[src/rtl/sysctl_pkg.sv]
package sysctl_pkg;
  localparam int SC_DATA_W = 8;
  typedef logic [SC_DATA_W-1:0] sc_byte_t;

  // Value held after one clock edge.
  function automatic sc_byte_t sc_next(sc_byte_t old_v, sc_byte_t wd, logic wr, logic warm, int rbit);
    sc_byte_t n;
    n = wr ? wd : old_v;
    if (warm) n[rbit] = 1'b0;
    return n;
  endfunction

  // True when this cycle qualifies for a reset request.
  function automatic logic sc_rise(sc_byte_t old_v, sc_byte_t wd, logic wr, logic warm, int rbit);
    return wr && !warm && wd[rbit] && !old_v[rbit];
  endfunction
endpackage

[src/rtl/sysctl_decode.sv]
module sysctl_decode #(
  parameter int ADDR_W    = 16,
  parameter int PORT_ADDR = 'h92
) (
  input  logic [ADDR_W-1:0] addr,
  input  logic              wr_en,
  input  logic              rd_en,
  output logic              wr_hit,
  output logic              rd_hit
);
  localparam logic [ADDR_W-1:0] MATCH = ADDR_W'(PORT_ADDR);
  logic sel;
  assign sel    = (addr == MATCH);
  assign wr_hit = sel && wr_en;
  assign rd_hit = sel && rd_en;
endmodule

[src/rtl/sysctl_store.sv]
module sysctl_store
  import sysctl_pkg::*;
#(
  parameter int RST_BIT = 0
) (
  input  logic     clk,
  input  logic     por_n,
  input  logic     warm_rst,
  input  logic     wr_hit,
  input  sc_byte_t wdata,
  output sc_byte_t stored,
  output logic     rise_evt
);
  sc_byte_t nxt;
  assign nxt      = sc_next(stored, wdata, wr_hit, warm_rst, RST_BIT);
  assign rise_evt = sc_rise(stored, wdata, wr_hit, warm_rst, RST_BIT);

  always_ff @(posedge clk or negedge por_n) begin
    if (!por_n) stored <= '0;
    else        stored <= nxt;
  end
endmodule

[src/rtl/sysctl_pulse.sv]
module sysctl_pulse (
  input  logic clk,
  input  logic por_n,
  input  logic rise_evt,
  output logic pulse
);
  always_ff @(posedge clk or negedge por_n) begin
    if (!por_n) pulse <= 1'b0;
    else        pulse <= rise_evt;
  end
endmodule

[src/rtl/sysctl_port.sv]
module sysctl_port
  import sysctl_pkg::*;
#(
  parameter int ADDR_W    = 16,
  parameter int PORT_ADDR = 'h92,
  parameter int RST_BIT   = 0,
  parameter int GATE_BIT  = 1
) (
  input  logic              clk,
  input  logic              por_n,
  input  logic              warm_rst,
  input  logic [ADDR_W-1:0] addr,
  input  logic              wr_en,
  input  logic              rd_en,
  input  logic [7:0]        wdata,
  output logic [7:0]        rdata,
  output logic              gate_a20,
  output logic              rst_req
);
  logic     wr_hit;
  logic     rd_hit;
  logic     rise_evt;
  sc_byte_t stored;

  sysctl_decode #(.ADDR_W(ADDR_W), .PORT_ADDR(PORT_ADDR)) u_dec (
    .addr(addr), .wr_en(wr_en), .rd_en(rd_en), .wr_hit(wr_hit), .rd_hit(rd_hit)
  );

  sysctl_store #(.RST_BIT(RST_BIT)) u_store (
    .clk(clk), .por_n(por_n), .warm_rst(warm_rst), .wr_hit(wr_hit),
    .wdata(wdata), .stored(stored), .rise_evt(rise_evt)
  );

  sysctl_pulse u_pulse (
    .clk(clk), .por_n(por_n), .rise_evt(rise_evt), .pulse(rst_req)
  );

  assign gate_a20 = stored[GATE_BIT];
  assign rdata    = rd_hit ? stored : '0;
endmodule

[config.mk]
export PLATFORM = sky130hd
export DESIGN_NAME = sysctl_port
export DESIGN_NICKNAME = d
export VERILOG_FILES = /design/src/rtl/sysctl_pkg.sv /design/src/rtl/sysctl_decode.sv /design/src/rtl/sysctl_store.sv /design/src/rtl/sysctl_pulse.sv /design/src/rtl/sysctl_port.sv
export SDC_FILE = /design/constraint.sdc
export NUM_CORES = 1
export LEC_CHECK = 0
export ABC_AREA = 0
export ABC_CLOCK_PERIOD_IN_PS = 1400
export BUFFER_PORTS_ARGS = -buffer_cell sky130_fd_sc_hd__buf_4
export CAP_MARGIN = 25
export CORE_AREA = 3 3 41 43
export DETAILED_ROUTE_END_ITERATION = 10
export DIE_AREA = 0 0 44 46
export PLACE_DENSITY_LB_ADDON = 0.2
export SLEW_MARGIN = 20
export SYNTH_ARGS = -nofsm -noshare
export SYNTH_HDL_FRONTEND = slang
export SYNTH_HIERARCHICAL = 1
export SYNTH_SLANG_ARGS = --single-unit
[constraint.sdc]
create_clock -name clk -period 1.4 [get_ports clk]
set_input_delay 0.28 -clock clk [delete_from_list [all_inputs] [get_ports clk]]
set_output_delay 0.28 -clock clk [all_outputs]
set_load 0.05 [all_outputs]
==> flow_metrics.py, run 1 <==
metrics = {
    "synthesis": {
        "netlist.area_leader.share_pct": 45.8,
        "postSynthCellCount": 37,
        "synthesis.nets": 66,
        "syn_area_per_cell_um2": 13.3,
        "synth_cell_types": 11,
        "ys_seq_area_share_pct": 45.8,
        "yosysTopAreaCell": "dfrtp_1",
        "synthTopCellsByArea": "dfrtp_1 (46%), mux2_4 (21%), and2_1 (10%)",
        "netlist_area_um2": 492,
        "yosysWarnings": 6,
        "synth_seq_cells": 9,
    },
    "floorplanning": {
        "num_io_pins": 39,
        "die_x_um": 44,
        "core-area_mm2": 0.00133,
        "die_area_mm2": 0.00202,
        "dieHeight_um": 46,
        "rows": 13,
        "start_util_pct": 36.9,
    },
    "clock_tree": {
        "clk_transition_reported_paths_ns": 0.06,
        "cts_buffers": 3,
        "htree_levels": 1,
        "clockBufferDepth": 2,
        "cts_tree": "done",
        "postCtsSetupRepairBufs": 0,
        "cts.sinks": 9,
        "insertion_delay_ns": 0.26,
        "root_buffer": "clkbuf_4",
    },
    "drt": {
        "num_vias": 452,
        "drc": 0,
        "wl_um": 1360,
        "wire_per_inst_um": 14.1,
        "vias_per_cell": 4.71,
        "drtPass1Iterations": 4,
        "postRouteAntennaNets": 0,
        "drtIter0Drc": 3,
    },
    "final_layout": {
        "drive_above_1_share_pct": 79.0,
        "syn_to_final_growth_pct": 94.4,
        "antenna_cells": 0,
        "nFillCells": 88,
        "nNetsFinal": 111,
        "layoutNonFillerInstCount": 96,
    },
    "sta": {
        "rsz0062_at_grt": "yes",
        "final_hold_viol_count": 0,
        "max_freq_mhz": 602,
        "setup_viol": 8,
        "fin_ws_ns": -0.261,
        "skew_ns": 0.0000979,
        "max-slew-margin-rel_pct": 86.0,
        "slew_viol_final": 0,
        "hold-worst-slack_ns": 0.174,
        "final.min_clock_period_ns": 1.66,
        "period_share_pct": 119,
        "tightestPinTransition_ns": 0.209,
    },
    "power": {
        "p_per_area_mw_per_mm2": 568,
        "ir_worst_vdd_uv": 490,
        "p_total_mw": 0.543,
        "p_leak_nw": 0.475,
    },
    "setup_path": {
        "critical_path.max_fanout": 8,
        "cp.required_ns": 1.12,
        "arrival_ns": 1.38,
        "worstSetupEndpointType": "primary output",
        "worst-setup-path-type": "in -> out",
        "startpoint_type": "primary input",
    },
    "global_routing": {
        "antenna_found_initial": 0,
        "grt_pass1_vias": 439,
        "grt_pass1_wl_um": 2160,
        "grt_max_degree": 10,
        "overflow": 0,
        "grt_use_total_pct": 15.3,
    },
    "run_status": {
        "violations": "negative setup slack",
        "status": "finished with violations",
    },
    "placed_design": {
        "place_inst": 91,
        "numPortBuffers": 38,
        "dp_hpwl_um": 1100,
        "gp_congestion": 0.732,
    },
    "worst_hold_path": {
        "hp-class": "in -> reg",
    },
    "flow_run": {
        "cap_violations": 0,
    },
}
[per-layer routing]
metal  routed length, um  vias to the layer above  global-route usage (%)
met5                   0                        -                       0
met4                  17                        0                    9.04
met3                 140                        2                    3.95
met2                 662                       30                    23.5
met1                 536                      203                    19.1
li1                    -                      217                       -
[cell usage after synthesis (all sizes together)]
cell type  n
and4bb     2
nor4       2
and2       8
nor2       3
dfrtp      9
inv        2
mux2       7
mux2i      1
buf        1
nor4b      1
nand4      1
[cell usage in the layout, fill, tap and decap left out, drive strengths merged]
master / netlist / routed
dfrtp: 9 / 9
nand4: 1 / 1
nor2: 3 / 3
nor4: 2 / 2
inv: 2 / 2
mux2i: 1 / 1
mux2: 7 / 7
nor4b: 1 / 1
and2: 8 / 8
clkbuf: 0 / 4
buf: 1 / 40
and4bb: 2 / 2
dlygate4sd3: 0 / 1
[final cells by class]
class	instances	area [um^2]	area share, %
Timing Repair Buffer	41	385	40.3
Multi-Input combinational cell	25	293	30.6
Sequential cell	9	225	23.6
Clock buffer	4	26.3	2.75
Tap cell	15	18.8	1.96
Inverter	2	7.51	0.785
[power by group]
part	internal (mW)	switching, mW
clock	0.110	0.0857
combinational	0.0612	0.0259
sequential	0.260	0.0000410
total	0.431	0.112
[timing repair]
action	4_1_cts	5_1_grt
endpoints found under the setup margin	12	16
pin swaps	11	8
endpoints found under the hold margin	9	0
gates resized for setup	19	1
hold buffers	1	0
[cell families after synthesis]
logic type / after synthesis / synth area share [%]
simple gates: 17 / 27.0
buf+inv: 3 / 3.82
flops: 9 / 45.8
mux: 8 / 23.4
[worst max-delay path, stage by stage]
cell and delay [ns]:
buf_6 0.10, nor4_4 0.26, nand4_1 0.19, nor2_4 0.23
and2_4 0.19, buf_8 0.14
[per-stage QoR]
step	setup WS, ns	cell area (um^2)	setup TNS, ns	utilization [%]
finish	-0.261	956	-2.06	71.7
global route	-0.347	956	-2.92	71.7
CTS	-0.301	952	-2.37	71.4
detailed placement	-0.342	845	-4.94	63.3
global placement	-0.311	845	-4.59	63.3
floorplan	-0.0270	537	-0.308	-
[flip-flops by register name, summed over array words and instances (netlist names)]
| name | flops |
|---|---|
| u_pulse/pulse | 1 |
| u_store/stored | 8 |
[worst paths after layout]
check | cells past startpoint | startpoint | to | slack (ns)
min reg2reg | 1 | u_store/stored[7] | u_store/stored[7] | 0.51
max in group asynchronous | 2 | por_n | u_store/stored[5] | 0.89
max reg2reg | 1 | u_store/stored[1] | u_store/stored[1] | 0.62
min in group asynchronous | 2 | por_n | u_store/stored[0] | 0.38
max | 6 | addr[3] | rdata[1] | -0.26
min | 2 | warm_rst | u_store/stored[0] | 0.17
No activity file was read; power rests on OpenSTA's default activity.
==> run 2: changes to the inputs <==
--- a/config.mk
+++ b/config.mk
@@ -16,5 +16,4 @@
 export SLEW_MARGIN = 20
 export SYNTH_ARGS = -nofsm -noshare
 export SYNTH_HDL_FRONTEND = slang
-export SYNTH_HIERARCHICAL = 1
 export SYNTH_SLANG_ARGS = --single-unit
==> run 2 against run 1 <==
The run still ends with negative setup slack left; sequential share of layout area is 1.3 points lower; global-route usage is 0.17 points lower; synthesized cell count is 5.4% higher; critical path type unchanged; setup slack better by 0.038 ns; die area stayed put; via count is 1.3% higher; clock skew is 0.0023 ns higher.
==> flow_metrics.py, run 2 <==
metrics = {
    "run_status": {
        "status": "finished with violations",
        "violations": "negative setup slack",
    },
    "synthesis": {
        "syn_area_per_cell_um2": 12.7,
        "synth_common_cells": "dfrtp_1 (9), and2_1 (8), mux2_4 (7)",
        "netlist_area_um2": 494,
        "synth_cell_types": 14,
        "yosysMostFrequentCell": "dfrtp_1",
        "synth_seq_cells": 9,
        "synth_flop_cell": "dfrtp_1",
        "synthesis.nets": 68,
        "synthArstFlopShare_pct": 100,
        "synth_edf_count": 0,
        "netlist.area_leader.share_pct": 45.6,
        "yosysWarnings": 0,
        "yosysTopAreaCell": "dfrtp_1",
        "ys_seq_area_share_pct": 45.6,
        "synthTopCellsByArea": "dfrtp_1 (46%), mux2_4 (21%), and2_1 (10%)",
        "postSynthCellCount": 39,
    },
    "sta": {
        "max-slew-margin-rel_pct": 86.7,
        "tightestPinTransition_ns": 0.198,
        "skew_ns": 0.00242,
        "fin_ws_ns": -0.223,
        "tns_ns": -2.54,
        "final_hold_viol_count": 0,
        "setup_viol": 15,
        "final.min_clock_period_ns": 1.62,
        "rsz0062_at_grt": "yes",
        "max_freq_mhz": 616,
        "hold-worst-slack_ns": 0.253,
        "period_share_pct": 116,
        "slew_viol_final": 0,
    },
    "global_routing": {
        "grt_use_total_pct": 15.1,
        "grt_max_degree": 10,
        "overflow": 0,
        "grt_pass1_wl_um": 2150,
        "grt_pass1_vias": 487,
        "antenna_found_initial": 0,
    },
    "setup_path": {
        "worst-setup-path-type": "in -> out",
        "arrival_ns": 1.34,
        "critical_path.max_fanout": 8,
        "startpoint_type": "primary input",
        "cp.required_ns": 1.12,
        "worstSetupEndpointType": "primary output",
    },
    "clock_tree": {
        "cts_tree": "done",
        "root_buffer": "clkbuf_4",
        "cts.sinks": 9,
        "clk_transition_reported_paths_ns": 0.06,
        "htree_levels": 1,
        "cts_buffers": 3,
        "clockBufferDepth": 2,
        "insertion_delay_ns": 0.25,
    },
    "drt": {
        "drtPass1Iterations": 3,
        "num_vias": 458,
        "vias_per_cell": 4.58,
        "postRouteAntennaNets": 0,
        "wl_um": 1270,
        "drc": 0,
        "drtIter0Drc": 8,
        "wire_per_inst_um": 12.7,
    },
    "floorplanning": {
        "rows": 13,
        "die_area_mm2": 0.00202,
        "core-area_mm2": 0.00133,
        "die_x_um": 44,
        "start_util_pct": 37.1,
        "dieHeight_um": 46,
        "num_io_pins": 39,
    },
    "power": {
        "p_total_mw": 0.550,
        "p_leak_nw": 0.523,
        "p_per_area_mw_per_mm2": 542,
        "ir_worst_vdd_uv": 426,
    },
    "placed_design": {
        "numPortBuffers": 38,
        "pre_cts_slack_ns": -0.332,
        "gp_congestion": 0.700,
        "place_inst": 94,
        "dpl_cell_area_um2": 865,
    },
    "final_layout": {
        "layoutNonFillerInstCount": 100,
        "drive_above_1_share_pct": 78.8,
        "fin_area_mm2": 0.00101,
        "largestRegisters": "u_store.stored (8), u_pulse.pulse (1)",
        "final_core_util_pct": 76.0,
        "syn_to_final_growth_pct": 105,
        "nNetsFinal": 115,
        "largest-register": "u_store.stored",
        "antenna_cells": 0,
        "layout_commonest_cell": "buf_4",
        "final_cell_mix": "buf_4 (28), dfrtp_1 (9), and2_4 (8), buf_8 (8), mux2_4 (7)",
        "largest_reg_flops": 8,
    },
    "flow_run": {
        "cap_violations": 0,
    },
    "worst_hold_path": {
        "hp-class": "in -> reg",
    },
}
## run 2: cell count changes after synthesis
cell      before  now
and4bb_2       2    0
mux2i_1        1    0
nand2b_1       0    1
nor2_1         3    1
nor2b_1        0    1
nor3_1         0    1
nor4_1         0    1
nor4_2         2    0
nor4b_2        1    3
o21ai_0        0    2
or2_1          0    1
## run 2: final timing paths
check / start / depth (start not counted) / to / slack, ns
worst min register to register: u_store.stored[0] / 1 / u_pulse.pulse / 0.50
max in group asynchronous: por_n / 2 / u_store.stored[5] / 0.88
worst max-delay path: addr[13] / 7 / rdata[0] / -0.22
worst max register to register: u_store.stored[0] / 3 / u_store.stored[0] / 0.58
min in group asynchronous: por_n / 2 / u_store.stored[7] / 0.39
worst min-delay path: wdata[1] / 2 / u_store.stored[1] / 0.25
## run 2: per-layer routing
layer,vias to the layer above,GRT usage (%),share of wire (%)
met1,199,16.7,39
met4,0,7.23,0.63
li1,227,-,-
met3,2,4.35,10
met5,-,0,0
met2,30,26.5,50
## run 2: repair_timing
action                     4_1_cts  5_1_grt
pin swaps                       11        6
hold buffers                     1        0
buffers inserted                 1        1
resized for setup               23        3
hold endpoints to repair         9        0
setup endpoints to repair       15       16
## run 2: cell type report
type	instances	area, um^2
timing repair buffer	43	408
multi-input combinational	27	328
fill	85	320
sequential	9	225
clock buffer	4	26.3
tap	15	18.8
inverter	2	7.51
## run 2: logic make-up (layout without fill, tap and decap cells)
family | after synthesis | in the layout | synth area share, %
buffers and inverters | 3 | 49 | 3.80
multiplexers | 7 | 7 | 21.3
AND/OR/NAND/NOR | 18 | 18 | 27.3
AO/OA/AOI/OAI | 2 | 2 | 2.03
flip-flops | 9 | 9 | 45.6
## run 2: worst max-delay path, cell delays in order
cell,delay (ns)
buf_4,0.12
nor4b_4,0.25
nand4_1,0.16
nor2_2,0.12
buf_6,0.13
and2_4,0.14
buf_8,0.14
## run 2: where the power goes
group / total [mW] / switching [mW] / internal, mW / leakage [nW]
clock network: 0.195 / 0.0856 / 0.110 / 0.0150
logic: 0.0944 / 0.0301 / 0.0643 / 0.382
registers: 0.260 / 0.0000416 / 0.260 / 0.126
